## src/rtl/cec_rx_pkg.sv

```systemverilog
package cec_rx_pkg;
    parameter int unsigned NSLOT       = 3;
    parameter int unsigned FRAME_BYTES = 16;
    parameter int unsigned BYTE_W      = 8;

    localparam int unsigned LEN_W   = $clog2(FRAME_BYTES + 1);
    localparam int unsigned IDX_W   = $clog2(FRAME_BYTES);
    localparam int unsigned STAMP_W = $clog2(NSLOT + 1);
    localparam int unsigned SLOT_W  = (NSLOT > 1) ? $clog2(NSLOT) : 1;

    typedef logic [BYTE_W-1:0]                   byte_t;
    typedef logic [FRAME_BYTES-1:0][BYTE_W-1:0]  frame_t;
    typedef logic [LEN_W-1:0]                    len_t;
    typedef logic [STAMP_W-1:0]                  stamp_t;

    typedef struct packed {
        len_t   len;
        frame_t data;
    } slot_t;
endpackage

```

## src/rtl/cec_rx_stage.sv

```systemverilog
module cec_rx_stage
    import cec_rx_pkg::*;
(
    input  logic   clk,
    input  logic   rst_n,
    input  logic   start_i,
    input  logic   byte_vld_i,
    input  byte_t  byte_i,
    input  logic   end_i,
    output logic   commit_o,
    output len_t   len_o,
    output frame_t data_o
);
    typedef struct packed {
        len_t   cnt;
        frame_t data;
    } stage_t;

    stage_t stage_q, stage_d, eff;

    always_comb begin
        eff = stage_q;
        if (start_i) begin
            eff.cnt = '0;
        end
        // bytes past the last position are dropped; count saturates
        if (byte_vld_i && (eff.cnt < len_t'(FRAME_BYTES))) begin
            eff.data[eff.cnt[IDX_W-1:0]] = byte_i;
            eff.cnt = eff.cnt + len_t'(1);
        end
        commit_o = end_i && (eff.cnt != '0);
        len_o    = eff.cnt;
        data_o   = eff.data;
        stage_d  = eff;
        if (end_i) begin
            stage_d.cnt = '0;
        end
    end

    always_ff @(posedge clk or negedge rst_n) begin
        if (!rst_n) begin
            stage_q <= '0;
        end else begin
            stage_q <= stage_d;
        end
    end
endmodule

```

## src/rtl/cec_rx_order.sv

```systemverilog
module cec_rx_order
    import cec_rx_pkg::*;
(
    input  logic                            clk,
    input  logic                            rst_n,
    input  logic                            commit_i,
    input  logic                            mode_all_i,
    input  logic [NSLOT-1:0]                clr_i,
    output logic [NSLOT-1:0]                rdy_o,
    output logic [NSLOT-1:0]                rel_o,
    output logic [NSLOT-1:0]                wr_o,
    output logic [NSLOT-1:0][STAMP_W-1:0]   stamp_o,
    output logic                            ovf_o
);
    typedef struct packed {
        logic [NSLOT-1:0][STAMP_W-1:0] stamp;
        logic                          ovf;
    } ord_t;

    ord_t ord_q, ord_d;

    logic [NSLOT-1:0] held;
    logic [NSLOT-1:0] allow;
    logic [NSLOT-1:0] rel;
    logic [NSLOT-1:0] keep;
    logic [NSLOT-1:0] free;
    stamp_t           n_keep;
    logic             found;

    for (genvar s = 0; s < NSLOT; s++) begin : g_flags
        assign held[s] = (ord_q.stamp[s] != '0);
        if (s == 0) begin : g_first
            assign allow[s] = 1'b1;
        end else begin : g_rest
            assign allow[s] = mode_all_i;
        end
    end

    always_comb begin
        stamp_t dec;
        rel    = clr_i & held;
        keep   = held & ~rel;
        free   = ~held & allow;
        n_keep = '0;
        for (int i = 0; i < NSLOT; i++) begin
            n_keep = n_keep + stamp_t'(keep[i]);
        end

        ord_d = ord_q;
        wr_o  = '0;
        found = 1'b0;

        // renumber: each surviving stamp drops by the count of released older ones
        for (int i = 0; i < NSLOT; i++) begin
            dec = '0;
            for (int j = 0; j < NSLOT; j++) begin
                if (rel[j] && (ord_q.stamp[j] < ord_q.stamp[i])) begin
                    dec = dec + stamp_t'(1);
                end
            end
            ord_d.stamp[i] = keep[i] ? (ord_q.stamp[i] - dec) : '0;
        end

        if (commit_i) begin
            for (int i = 0; i < NSLOT; i++) begin
                if (!found && free[i]) begin
                    found          = 1'b1;
                    wr_o[i]        = 1'b1;
                    ord_d.stamp[i] = n_keep + stamp_t'(1);
                end
            end
            if (!found) begin
                ord_d.ovf = 1'b1;
            end
        end
    end

    always_ff @(posedge clk or negedge rst_n) begin
        if (!rst_n) begin
            ord_q <= '0;
        end else begin
            ord_q <= ord_d;
        end
    end

    assign rdy_o   = held;
    assign rel_o   = rel;
    assign stamp_o = ord_q.stamp;
    assign ovf_o   = ord_q.ovf;
endmodule

```

## src/rtl/cec_rx_slots.sv

```systemverilog
module cec_rx_slots
    import cec_rx_pkg::*;
(
    input  logic              clk,
    input  logic              rst_n,
    input  logic [NSLOT-1:0]  wr_i,
    input  logic [NSLOT-1:0]  rel_i,
    input  len_t              len_i,
    input  frame_t            data_i,
    input  logic [SLOT_W-1:0] rd_slot_i,
    input  logic [IDX_W-1:0]  rd_idx_i,
    output len_t              rd_len_o,
    output byte_t             rd_byte_o
);
    frame_t masked;
    slot_t  slot_rd [NSLOT];

    // positions past the frame length are stored as zero
    for (genvar k = 0; k < FRAME_BYTES; k++) begin : g_mask
        assign masked[k] = (len_t'(k) < len_i) ? data_i[k] : '0;
    end

    for (genvar s = 0; s < NSLOT; s++) begin : g_slot
        slot_t slot_q, slot_d;

        always_comb begin
            slot_d = slot_q;
            if (rel_i[s]) begin
                slot_d = '0;
            end
            if (wr_i[s]) begin
                slot_d.len  = len_i;
                slot_d.data = masked;
            end
        end

        always_ff @(posedge clk or negedge rst_n) begin
            if (!rst_n) begin
                slot_q <= '0;
            end else begin
                slot_q <= slot_d;
            end
        end

        assign slot_rd[s] = slot_q;
    end

    always_comb begin
        rd_len_o  = '0;
        rd_byte_o = '0;
        for (int s = 0; s < NSLOT; s++) begin
            if (rd_slot_i == SLOT_W'(s)) begin
                rd_len_o  = slot_rd[s].len;
                rd_byte_o = slot_rd[s].data[rd_idx_i];
            end
        end
    end
endmodule

```

## src/rtl/cec_rx_msgstore.sv

```systemverilog
module cec_rx_msgstore
    import cec_rx_pkg::*;
(
    input  logic                       clk,
    input  logic                       rst_n,
    input  logic                       fr_start,
    input  logic                       fr_byte_vld,
    input  logic [BYTE_W-1:0]          fr_byte,
    input  logic                       fr_end,
    input  logic                       mode_all,
    input  logic [NSLOT-1:0]           clr_rdy,
    input  logic [NSLOT-1:0]           irq_en,
    input  logic [NSLOT-1:0]           irq_clr,
    input  logic [SLOT_W-1:0]          rd_slot,
    input  logic [IDX_W-1:0]           rd_idx,
    output logic [LEN_W-1:0]           rd_len,
    output logic [BYTE_W-1:0]          rd_byte,
    output logic [NSLOT-1:0]           rdy,
    output logic [NSLOT*STAMP_W-1:0]   stamps,
    output logic                       ovf,
    output logic [NSLOT-1:0]           irq_stat,
    output logic                       irq
);
    logic                          commit;
    len_t                          stg_len;
    frame_t                        stg_data;
    logic [NSLOT-1:0]              rel;
    logic [NSLOT-1:0]              wr;
    logic [NSLOT-1:0][STAMP_W-1:0] stamp_arr;

    cec_rx_stage u_stage (
        .clk        (clk),
        .rst_n      (rst_n),
        .start_i    (fr_start),
        .byte_vld_i (fr_byte_vld),
        .byte_i     (fr_byte),
        .end_i      (fr_end),
        .commit_o   (commit),
        .len_o      (stg_len),
        .data_o     (stg_data)
    );

    cec_rx_order u_order (
        .clk        (clk),
        .rst_n      (rst_n),
        .commit_i   (commit),
        .mode_all_i (mode_all),
        .clr_i      (clr_rdy),
        .rdy_o      (rdy),
        .rel_o      (rel),
        .wr_o       (wr),
        .stamp_o    (stamp_arr),
        .ovf_o      (ovf)
    );

    cec_rx_slots u_slots (
        .clk       (clk),
        .rst_n     (rst_n),
        .wr_i      (wr),
        .rel_i     (rel),
        .len_i     (stg_len),
        .data_i    (stg_data),
        .rd_slot_i (rd_slot),
        .rd_idx_i  (rd_idx),
        .rd_len_o  (rd_len),
        .rd_byte_o (rd_byte)
    );

    assign stamps = stamp_arr;

    typedef struct packed {
        logic [NSLOT-1:0] stat;
    } irq_t;

    irq_t irq_q, irq_d;

    always_comb begin
        irq_d      = irq_q;
        // a store in the same cycle wins over the clear
        irq_d.stat = (irq_q.stat & ~irq_clr) | wr;
    end

    always_ff @(posedge clk or negedge rst_n) begin
        if (!rst_n) begin
            irq_q <= '0;
        end else begin
            irq_q <= irq_d;
        end
    end

    assign irq_stat = irq_q.stat;
    assign irq      = |(irq_q.stat & irq_en);
endmodule

```

## config.mk

```make
export PLATFORM = sky130hd
export DESIGN_NAME = cec_rx_msgstore
export DESIGN_NICKNAME = d
export VERILOG_FILES = /design/src/rtl/cec_rx_pkg.sv /design/src/rtl/cec_rx_stage.sv /design/src/rtl/cec_rx_order.sv /design/src/rtl/cec_rx_slots.sv /design/src/rtl/cec_rx_msgstore.sv
export SDC_FILE = /design/constraint.sdc
export NUM_CORES = 1
export LEC_CHECK = 0
export BUFFER_PORTS_ARGS = -buffer_cell sky130_fd_sc_hd__buf_2
export CAP_MARGIN = 20
export CORE_ASPECT_RATIO = 1.75
export CORE_MARGIN = 2
export CORE_UTILIZATION = 63
export DETAILED_ROUTE_END_ITERATION = 10
export PLACE_DENSITY = 0.8
export SETUP_SLACK_MARGIN = 0.5
export SYNTH_ARGS = -nofsm -noshare
export SYNTH_HDL_FRONTEND = slang
export SYNTH_SLANG_ARGS = --single-unit
```

## constraint.sdc

```tcl
create_clock -name clk -period 2.7 [get_ports clk]
set_input_delay 0.135 -clock clk [delete_from_list [all_inputs] [get_ports clk]]
set_output_delay 0.135 -clock clk [all_outputs]
set_load 0.01 [all_outputs]
```

Word-level counts from Yosys, hierarchy flattened
Index checks and enable logic that the tools add are counted.
- flip-flop bits (word level): 542
- bits in latches: 0
- RAM bits: 0
- bits in read-only memories: 0
- bits of input ports: 29
- output and inout bits: 27
- logic and storage cells: 219
- memories: 0
- $add $sub $neg: 13
- multiply operators: 0
- div/mod/pow operators: 0
- order comparisons: 29
- equality and inequality tests: 2
- shift-type cells: 0
- multiplexer cells: 66
- bitwise gates (word level): 10
- reductions and logical operators: 26
- operator list (cell ; number):
    $mux 133 ; 7
    $mux 8 ; 23
    $bwmux 128 ; 1
    $bmux 8 s4 ; 3
    $lt 4x5->1 const A ; 8
    $demux 8 s4 ; 1
    $mux 5 ; 5
    $mux 2 ; 12
    $lt 3x5->1 const A ; 4
    $lt 2x2->1 ; 9
    $and 3x3->3 ; 5
    $logic_and 1x1->1 ; 14
    $mux 1 ; 12
    $reduce_bool 2->1 ; 6
    $lt 1x5->1 const A ; 2
    $lt 2x5->1 const A ; 2
    $lt 4x5->1 const B ; 2
    $not 3->3 ; 3
    $add 2x1->2 const B ; 4
    $mux 7 ; 1
    $add 1x1->2 const B ; 3
    $sub 2x2->2 ; 3
    $add 5x1->5 const B ; 1
    $lt 5x5->1 const B ; 1
    other kinds (13) ; 14

Logic depth before layout (Yosys ltp)
Gate-level depths: netlist of the first run.
- depth after elaboration: 20
- gate-level depth with buffers: 11
- mapped depth without buffers: 10

Hierarchy
A second synthesis of the first run with hierarchy kept.
- cell total of the unflattened synthesis: 2008
- area total of the unflattened synthesis: 25340.6 µm²
- modules (own cells, without submodules) (module ; times used ; cells each ; area each (µm²) ; sequential area each (µm²)):
    cec_rx_slots ; 1 ; 1453 ; 18343.8 ; 9984.6
    cec_rx_stage ; 1 ; 462 ; 6172.2 ; 3328.2
    cec_rx_order ; 1 ; 82 ; 701.9 ; 175.2
    cec_rx_msgstore ; 1 ; 11 ; 122.6 ; 75.1

Least setup slack after synthesis of the first run
OpenSTA, ideal clock, no wires.
- path kind: register to register
- from: reg u_order.ord_q (netlist bit u_order.stamp_o[0])
- to: reg u_order.ord_q (netlist bit u_order.stamp_o[5])
- library setup time: 0.128 ns
- arrival: 2.439 ns
- required time: 2.572 ns
- setup slack: 0.133 ns
- stages on the path, launching flop included: 12
- buffers on the path: 2
- period minus slack after synthesis: 2.567 ns
- cells stage by stage: dfrtp_1 nor2_1 inv_1 nand2_1 clkbuf_1 clkbuf_1 a211oi_1 ha_1 ha_1 xor2_1 xnor2_1 o22ai_1
- RTL lines (item ; RTL line ; text):
    start: declaration ; cec_rx_order.sv:20 ; ord_t ord_q, ord_d;
    start signal: assignment ; cec_rx_order.sv:82 ; ord_q <= ord_d;

Final worst setup path of the first run
- from: reg u_slots.g_slot[2].slot_q[116] in the netlist's numbering
- to: out rd_byte[4]
- longest elaborated chain between the ends: 3
- RTL lines (item ; RTL line ; text):
    start: declaration ; cec_rx_slots.sv:24 ; slot_t slot_q, slot_d;
    start signal: assignment ; cec_rx_slots.sv:41 ; slot_q <= slot_d;
    $bmux 8 s4 ; cec_rx_slots.sv:54 ; rd_byte_o = slot_rd[s].data[rd_idx_i];
    $mux 8 (implied by the code) ; cec_rx_slots.sv:54 ;
    $mux 8 ; cec_rx_slots.sv:52 ; if (rd_slot_i == SLOT_W'(s)) begin
    end: declaration ; cec_rx_msgstore.sv:17 ; output logic [BYTE_W-1:0] rd_byte,
No other way between the ends. The select of a mux whose other input is x is not followed.

==> summary.txt, run 1 <==
Placement
  – Dpl cell area: 27700 um2
  – HPWL after DPL: 48500 um
  – Final GP Congestion: 0.954
  – IO Port Bufs: 55
  – Setup WS pre-CTS: 0.0338 ns

Setup path
  – Setup crit end kind: output port
  – Crit-path max cell delay: 0.49 ns
  – Crit Path Category: flip-flop to output port
  – CP max stage cell: mux4_2
  – Worst EP required: 2.57 ns
  – Crit path max fanout: 2
  – CP top delay family: multiplexers
  – CP most frequent cell: mux4_2
  – Arrival time at the worst endpoint: 2.51 ns
  – Startpoint Class: flip-flop
  – CP Cell Sequence: mux4_2, mux4_2, a211o_1, buf_2
  – Buf+Inv Stages, Crit Path: 1

Global route
  – Largest net degree at the start of global routing: 134
  – Grt total ovfl: 0
  – Number of global-route vias before repair: 20200
  – Global-route wire length before repair: 118000 um
  – Antenna violations before repair: 5
  – GRT Overall Usage: 37.1%

Hold path
  – HP Class: primary input to flip-flop

Synth
  – Cell variety after synth: 63
  – Main combinational cell family by area after synthesis: multiplexers
  – Area contributors post-synth: dfrtp_1 52%, mux2i_1 17%, mux4_2 8.5%
  – Most used flip-flop cell after synthesis: dfrtp_1
  – Post-synthesis adder-cell area fraction: 0.671%
  – Syn nets: 2187
  – Syn Area/Cell: 12.2 um2
  – Compound-Gate Fraction of Synth Area: 4.03%
  – Synth warn: 0
  – Async set or reset register ratio after synthesis: 100%
  – XOR/XNOR Fraction of Synth Area: 0.302%
  – Multiplexer share of the synthesized area: 29.7%
  – Synth Cell Area: 26100 um2
  – Yosys top cell area share: 52.0%
  – Simple-gate share of the synthesized area: 9.44%
  – Yosys top cell by area: dfrtp_1
  – Post-Syn Instances: 2144
  – Seq/Total Area, Yosys: 52.0%
  – Synthesis-stage register bit count: 542
  – EDFF count, synth: 0

Layout
  – Fillers: 2544
  – Leading cell type in the layout, fill and taps excluded: dfrtp_1
  – Fin area: 30300 um2
  – Layout overhead on the synthesized area: 16.2%
  – Most frequent cells in the layout: 536 x dfrtp_1, 479 x nand2_1, 434 x mux2i_1, 109 x buf_4, 100 x mux2_2
  – Final core utilization: 74.3%
  – Layout Nets: 2303
  – Share of cells above drive strength 1: 24.3%

Floorplanning
  – Initial core utilization: 63.9%
  – Die area: 43100 um2
  – Core Region: 40800 um2
  – Die width: 158 um
  – Row count: 98
  – Die height: 273 um
  – IO Count: 56

Timing
  – Final setup viols: 0
  – Slew margin rel.: 35.9%
  – Fin. Hold Viols: 0
  – RSZ-0062 raised after global routing: yes
  – Final setup TNS: 0 ns
  – Worst setup margin: 0.0588 ns
  – Fin Hold WS: 0.0145 ns
  – Clk_skew: 0.0226 ns
  – Crit share post-route: 97.8%
  – FMAX: 0.379 GHz
  – Fin. max-slew vios: 0
  – Crit path time final: 2.64 ns
  – Worst Tran Pin Value: 0.962 ns

CTS
  – Insertion delay to the later sink of the worst-skew pair: 0.59 ns
  – CTS sink cnt: 542
  – CTS tree: built
  – Num CTS Buffers: 49
  – CTS max path bufs: 3
  – CTS root buf: clkbuf_16
  – H-Tree Depth: 2
  – Clock-pin slew on the worst setup and hold paths: 0.06 ns

Drt
  – DR iter-0 viols: 1810
  – Routed wire length: 79600 um
  – Antenna-violating nets left: 0
  – DRT Pass-1 Iters: 8
  – Via Count: 18700
  – DR DRC count: 0
  – Routed WL per cell: 27.9 um
  – Number of vias per cell: 6.58

Power and ir drop
  – P_leak: 16.1 nW
  – Pwr Density: 576 nW/um2
  – IR drop worst, VDD: 612 uV

Outcome
  – Outcome: complete, no violations

Flow run
  – Max Cap Viol: 0
## flip-flops by register name (all words and copies together) (netlist names)
signal and flops:
u_slots.g_slot.slot_q 399, u_stage.stage_q 133, u_order.stamp_o 6, irq_stat 3
u_order.ovf_o 1
## what timing repair did
item                                   in CTS  in global routing
cloned                                      6                  7
pin swaps                                   9                 11
endpoints found under the hold margin      82                  0
resized for setup                          41                 36
buffers inserted                           12                 14
setup endpoints to repair                 395                226
hold buffers                                8                  0
## through the flow
stage          instances  power, W
2_1_floorplan       2144   0.00947
3_3_place_gp        2712    0.0100
3_5_place_dp        2712    0.0101
4_1_cts             2823    0.0173
5_1_grt             2846    0.0179
6_report            2848    0.0175
## metal layers
layer	GRT usage (%)	vias to the layer above	part of all wire, %
met5	0	-	0.029
met4	29.1	2	9.5
met3	7.17	387	7.1
met2	60.5	946	49
met1	42.5	9622	34
li1	-	7777	-
## final cells by class
cell class	instances	area, um2	share of cell area, %
sequential	542	13600	44.7
multi-input combinational	1390	11800	39.0
timing repair buffer	226	2400	7.93
clock buffer	69	1420	4.69
tap	550	688	2.27
clock inverter	16	223	0.734
inverter	51	191	0.631
antenna	4	10.0	0.0330
## path summary, 6_finish.rpt
check,start,endpoint,slack [ns],cells past startpoint
max,u_slots.g_slot[2].slot_q[116],rd_byte[4],0.06,4
min,clr_rdy[2],u_order.stamp_o[4],0.01,3
max reg2reg,u_stage.stage_q[132],u_slots.g_slot[1].slot_q[77],0.49,8
min reg2reg,u_order.ovf_o,u_order.ovf_o,0.47,1
max in group asynchronous,rst_n,u_stage.stage_q[68],1.49,3
min in group asynchronous,rst_n,u_slots.g_slot[0].slot_q[51],0.16,2
## power breakdown
part / leakage, nW / total [W] / switching [W] / internal, W
Sequential: 7.49 / 0.00847 / 0.000129 / 0.00834
Combinational: 7.81 / 0.00173 / 0.00103 / 0.000697
Clock: 0.812 / 0.00728 / 0.00313 / 0.00414
Total: 16.1 / 0.0175 / 0.00429 / 0.0132
## cell families after synthesis
logic type	after synthesis
XOR/XNOR	9
flip-flops	542
AND/OR/NAND/NOR	586
adder cells (fa/ha/maj)	14
multiplexers	638
buffers and inverters	212
AO/OA/AOI/OAI	143
## cells in the mapped netlist, types with 3 or more instances
library cell  count
nor2_1           19
buf_2            32
and3_1            6
nand4_2           4
inv_1            51
o32ai_1          25
mux2_2          100
buf_1             4
o21bai_1          3
or2_1            14
a22oi_1          32
xnor2_1           7
nand3_1           8
nand2b_1          6
nand4_1           4
dfrtp_1         542
o21ai_0          11
a21oi_1          10
buf_6             4
and2_1            4
clkbuf_1         81
ha_1             14
a31oi_1           5
o21ai_1           3
buf_4            38
o211ai_1          3
mux2i_1         439
mux4_2           99
a211o_1           7
nor3_1            3
a211oi_1          3
nor2b_1          12
o22ai_1          25
nand2_1         485
or2_2             5
## worst reg2reg max path, cell delays in order, from the launching register on
cell and delay (ns):
dfrtp_1 0.40, buf_4 0.20, nor4b_4 0.25, buf_4 0.18, nand3_1 0.19, buf_4 0.26, mux2_2 0.30, nand2_1 0.18
mux2i_1 0.12
Note: power is estimated with default switching activity, not from simulation.
==> run 2: changes to the inputs <==
BUFFER_PORTS_ARGS = -buffer_cell sky130_fd_sc_hd__clkbuf_2   (was -buffer_cell sky130_fd_sc_hd__buf_2)
==> summary.txt, run 2 (same netlist as run 1, synthesis figures left out) <==
Power and ir drop
  – Comb pwr share: 8.9% (-1.0 points)
  – Net Sw Power: 0.00421 W (-1.9%)
  – Pwr Density: 575 nW/um2 (-0.17%)
  – Internal Power: 0.0130 W (-1.5%)
  – Clock power share: 41.8% (+0.2 points)
  – Sw Ratio: 24.5% (-0.084 points)
  – IR drop worst, VDD: 518 uV (-15%)
  – P_leak: 15.9 nW (-1.4%)
  – Sequential power share: 49.3% (+0.8 points)

CTS
  – CTS tree: built
  – Insertion delay to the later sink of the worst-skew pair: 0.59 ns (about the same)
  – H-Tree Depth: 2 (unchanged)
  – Num CTS Buffers: 49 (unchanged)
  – Clock-pin slew on the worst setup and hold paths: 0.06 ns (about the same)
  – CTS max path bufs: 3 (unchanged)
  – CTS root buf: clkbuf_16
  – CTS sink cnt: 542 (unchanged)

Setup path
  – Crit-path max cell delay: 0.51 ns (+0.02 ns)
  – Startpoint Class: flip-flop
  – Crit Path Category: flip-flop to output port
  – Worst EP required: 2.57 ns (about the same)
  – Crit path max fanout: 2 (unchanged)
  – Arrival time at the worst endpoint: 2.48 ns (-0.03 ns)
  – CP most frequent cell: mux4_2
  – CP Cell Sequence: mux4_2, mux4_2, a211o_1, clkbuf_2
  – CP max stage cell: mux4_2
  – Setup crit end kind: output port

Timing
  – FMAX: 0.382 GHz (+0.88%)
  – Fin Hold WS: 0.0788 ns (+0.0643 ns)
  – Slew margin rel.: 44.2% (+8.3 points)
  – Clk_skew: 0.0245 ns (+0.00183 ns)
  – Fin. Hold Viols: 0 (unchanged)
  – Final setup viols: 0 (unchanged)
  – Fin. max-slew vios: 0 (unchanged)
  – RSZ-0062 raised after global routing: yes
  – Crit path time final: 2.62 ns (-0.0230 ns)
  – Crit share post-route: 97.0% (-0.85 points)
  – Final setup TNS: 0 ns (unchanged)
  – Worst Tran Pin Value: 0.838 ns (-0.124 ns)

Global route
  – Global routing usage on met2: 59.3% (-1.2 points)
  – Number of global-route vias before repair: 19900 (-1.5%)
  – Gr busiest metal: met2
  – Grt total ovfl: 0 (unchanged)
  – Global-route wire length before repair: 115000 um (-2.7%)
  – Antenna violations before repair: 2 (-3)
  – GR Util met1: 41.6% (-0.94 points)
  – GRT Overall Usage: 35.7% (-1.3 points)
  – Met3 usage: 6.08% (-1.1 points)
  – Largest net degree at the start of global routing: 134 (unchanged)

Outcome
  – Outcome: complete, no violations

Placement
  – IO Port Bufs: 55 (unchanged)
  – Final GP Congestion: 0.941 (-1.4%)
  – HPWL after DPL: 50000 um (+3.2%)
  – Dpl cell area: 27700 um2 (about the same)

Layout
  – Biggest register: u_slots.g_slot.slot_q
  – Share of cells above drive strength 1: 24.0% (-0.32 points)
  – Leading cell type in the layout, fill and taps excluded: dfrtp_1
  – Layout overhead on the synthesized area: 14.6%
  – Largest register FFs: 399 (unchanged)
  – Final core utilization: 73.2% (-1.0 points)
  – Fin area: 29900 um2 (-1.4%)
  – Fillers: 2650 (+4.2%)
  – Layout Nets: 2292 (-0.48%)
  – Most frequent cells in the layout: 536 x dfrtp_1, 479 x nand2_1, 438 x mux2i_1, 116 x buf_4

Drt
  – DR iter-0 viols: 1619 (-11%)
  – Antenna-violating nets left: 0 (unchanged)
  – DRT Pass-1 Iters: 8 (unchanged)
  – DR DRC count: 0 (unchanged)
  – Routed wire length: 76000 um (-4.5%)
  – Via Count: 18600 (-0.52%)
  – Routed WL per cell: 26.8 um (-4.2%)
  – Number of vias per cell: 6.56 (-0.20%)

Floorplanning
  – IO Count: 56 (unchanged)
  – Core Region: 40800 um2 (unchanged)
  – Die height: 273 um (unchanged)
  – Die area: 43100 um2 (unchanged)
  – Row count: 98 (unchanged)
  – Initial core utilization: 63.9% (unchanged)
  – Die width: 158 um (unchanged)

Flow run
  – Max Cap Viol: 0 (unchanged)

Hold path
  – HP Class: primary input to flip-flop
## run 2: through the flow
stage	total power (W)	cells	worst slack, ns
after floorplan	0.00947	2144	0.511
after global placement	0.0100	2718	0.275
after detailed placement	0.0101	2718	0.221
after CTS	0.0172	2823	0.0929
after global routing	0.0177	2839	0.0737
final	0.0172	2839	0.0817
## run 2: area by class of cell
class,instances,area (um2),area share (%)
Multi-Input combinational cell,1390,11800,39.6
Clock inverter,13,159,0.531
Antenna cell,2,5.00,0.0167
Inverter,51,195,0.653
Sequential cell,542,13600,45.4
Clock buffer,76,1480,4.95
Tap cell,550,688,2.30
Timing Repair Buffer,215,1970,6.60
## run 2: path summary, 6_finish.rpt
path / from / slack [ns] / to / cells after the start
max: u_slots.g_slot[2].slot_q[68] / 0.08 / rd_byte[4] / 4
min reg2reg: u_stage.stage_q[38] / 0.48 / u_stage.stage_q[38] / 2
min in group asynchronous: rst_n / 0.15 / u_slots.g_slot[2].slot_q[42] / 2
min: clr_rdy[2] / 0.08 / u_order.stamp_o[4] / 3
max reg2reg: u_order.stamp_o[1] / 0.44 / u_order.stamp_o[1] / 9
max in group asynchronous: rst_n / 1.68 / u_slots.g_slot[1].slot_q[104] / 3
## run 2: power by group through the flow
stage / clock network, W / registers [W] / logic [W]
CTS: 0.00723 / 0.00847 / 0.00150
detailed placement: 0 / 0.00861 / 0.00147
global placement: 0 / 0.00860 / 0.00143
floorplan: 0 / 0.00858 / 0.000891
global route: 0.00756 / 0.00849 / 0.00164
finish: 0.00719 / 0.00847 / 0.00154
## run 2: routing by layer
layer	vias to the layer above	part of all wire (%)	routed length (um)
li1	7760	-	-
met1	9533	34	25700
met2	978	50	37600
met3	366	7.2	5450
met4	0	9.4	7150
met5	-	0	0
## run 2: worst max-delay path: cells and delay by family, from the launching register on
kind	cells	cell delay (ns)
AOI/OAI and AO/OA	1	0.36
buffers and inverters	1	0.16
DFF	1	0.40
muxes	2	0.99
## run 2: what timing repair did
| action | in CTS | in global routing |
|---|---|---|
| hold endpoints to repair | 73 | 0 |
| gates cloned | 0 | 2 |
| gates resized for setup | 22 | 39 |
| hold buffers | 8 | 0 |
| pin swaps | 6 | 16 |
| setup buffers | 8 | 12 |
| endpoints found under the setup margin | 295 | 333 |
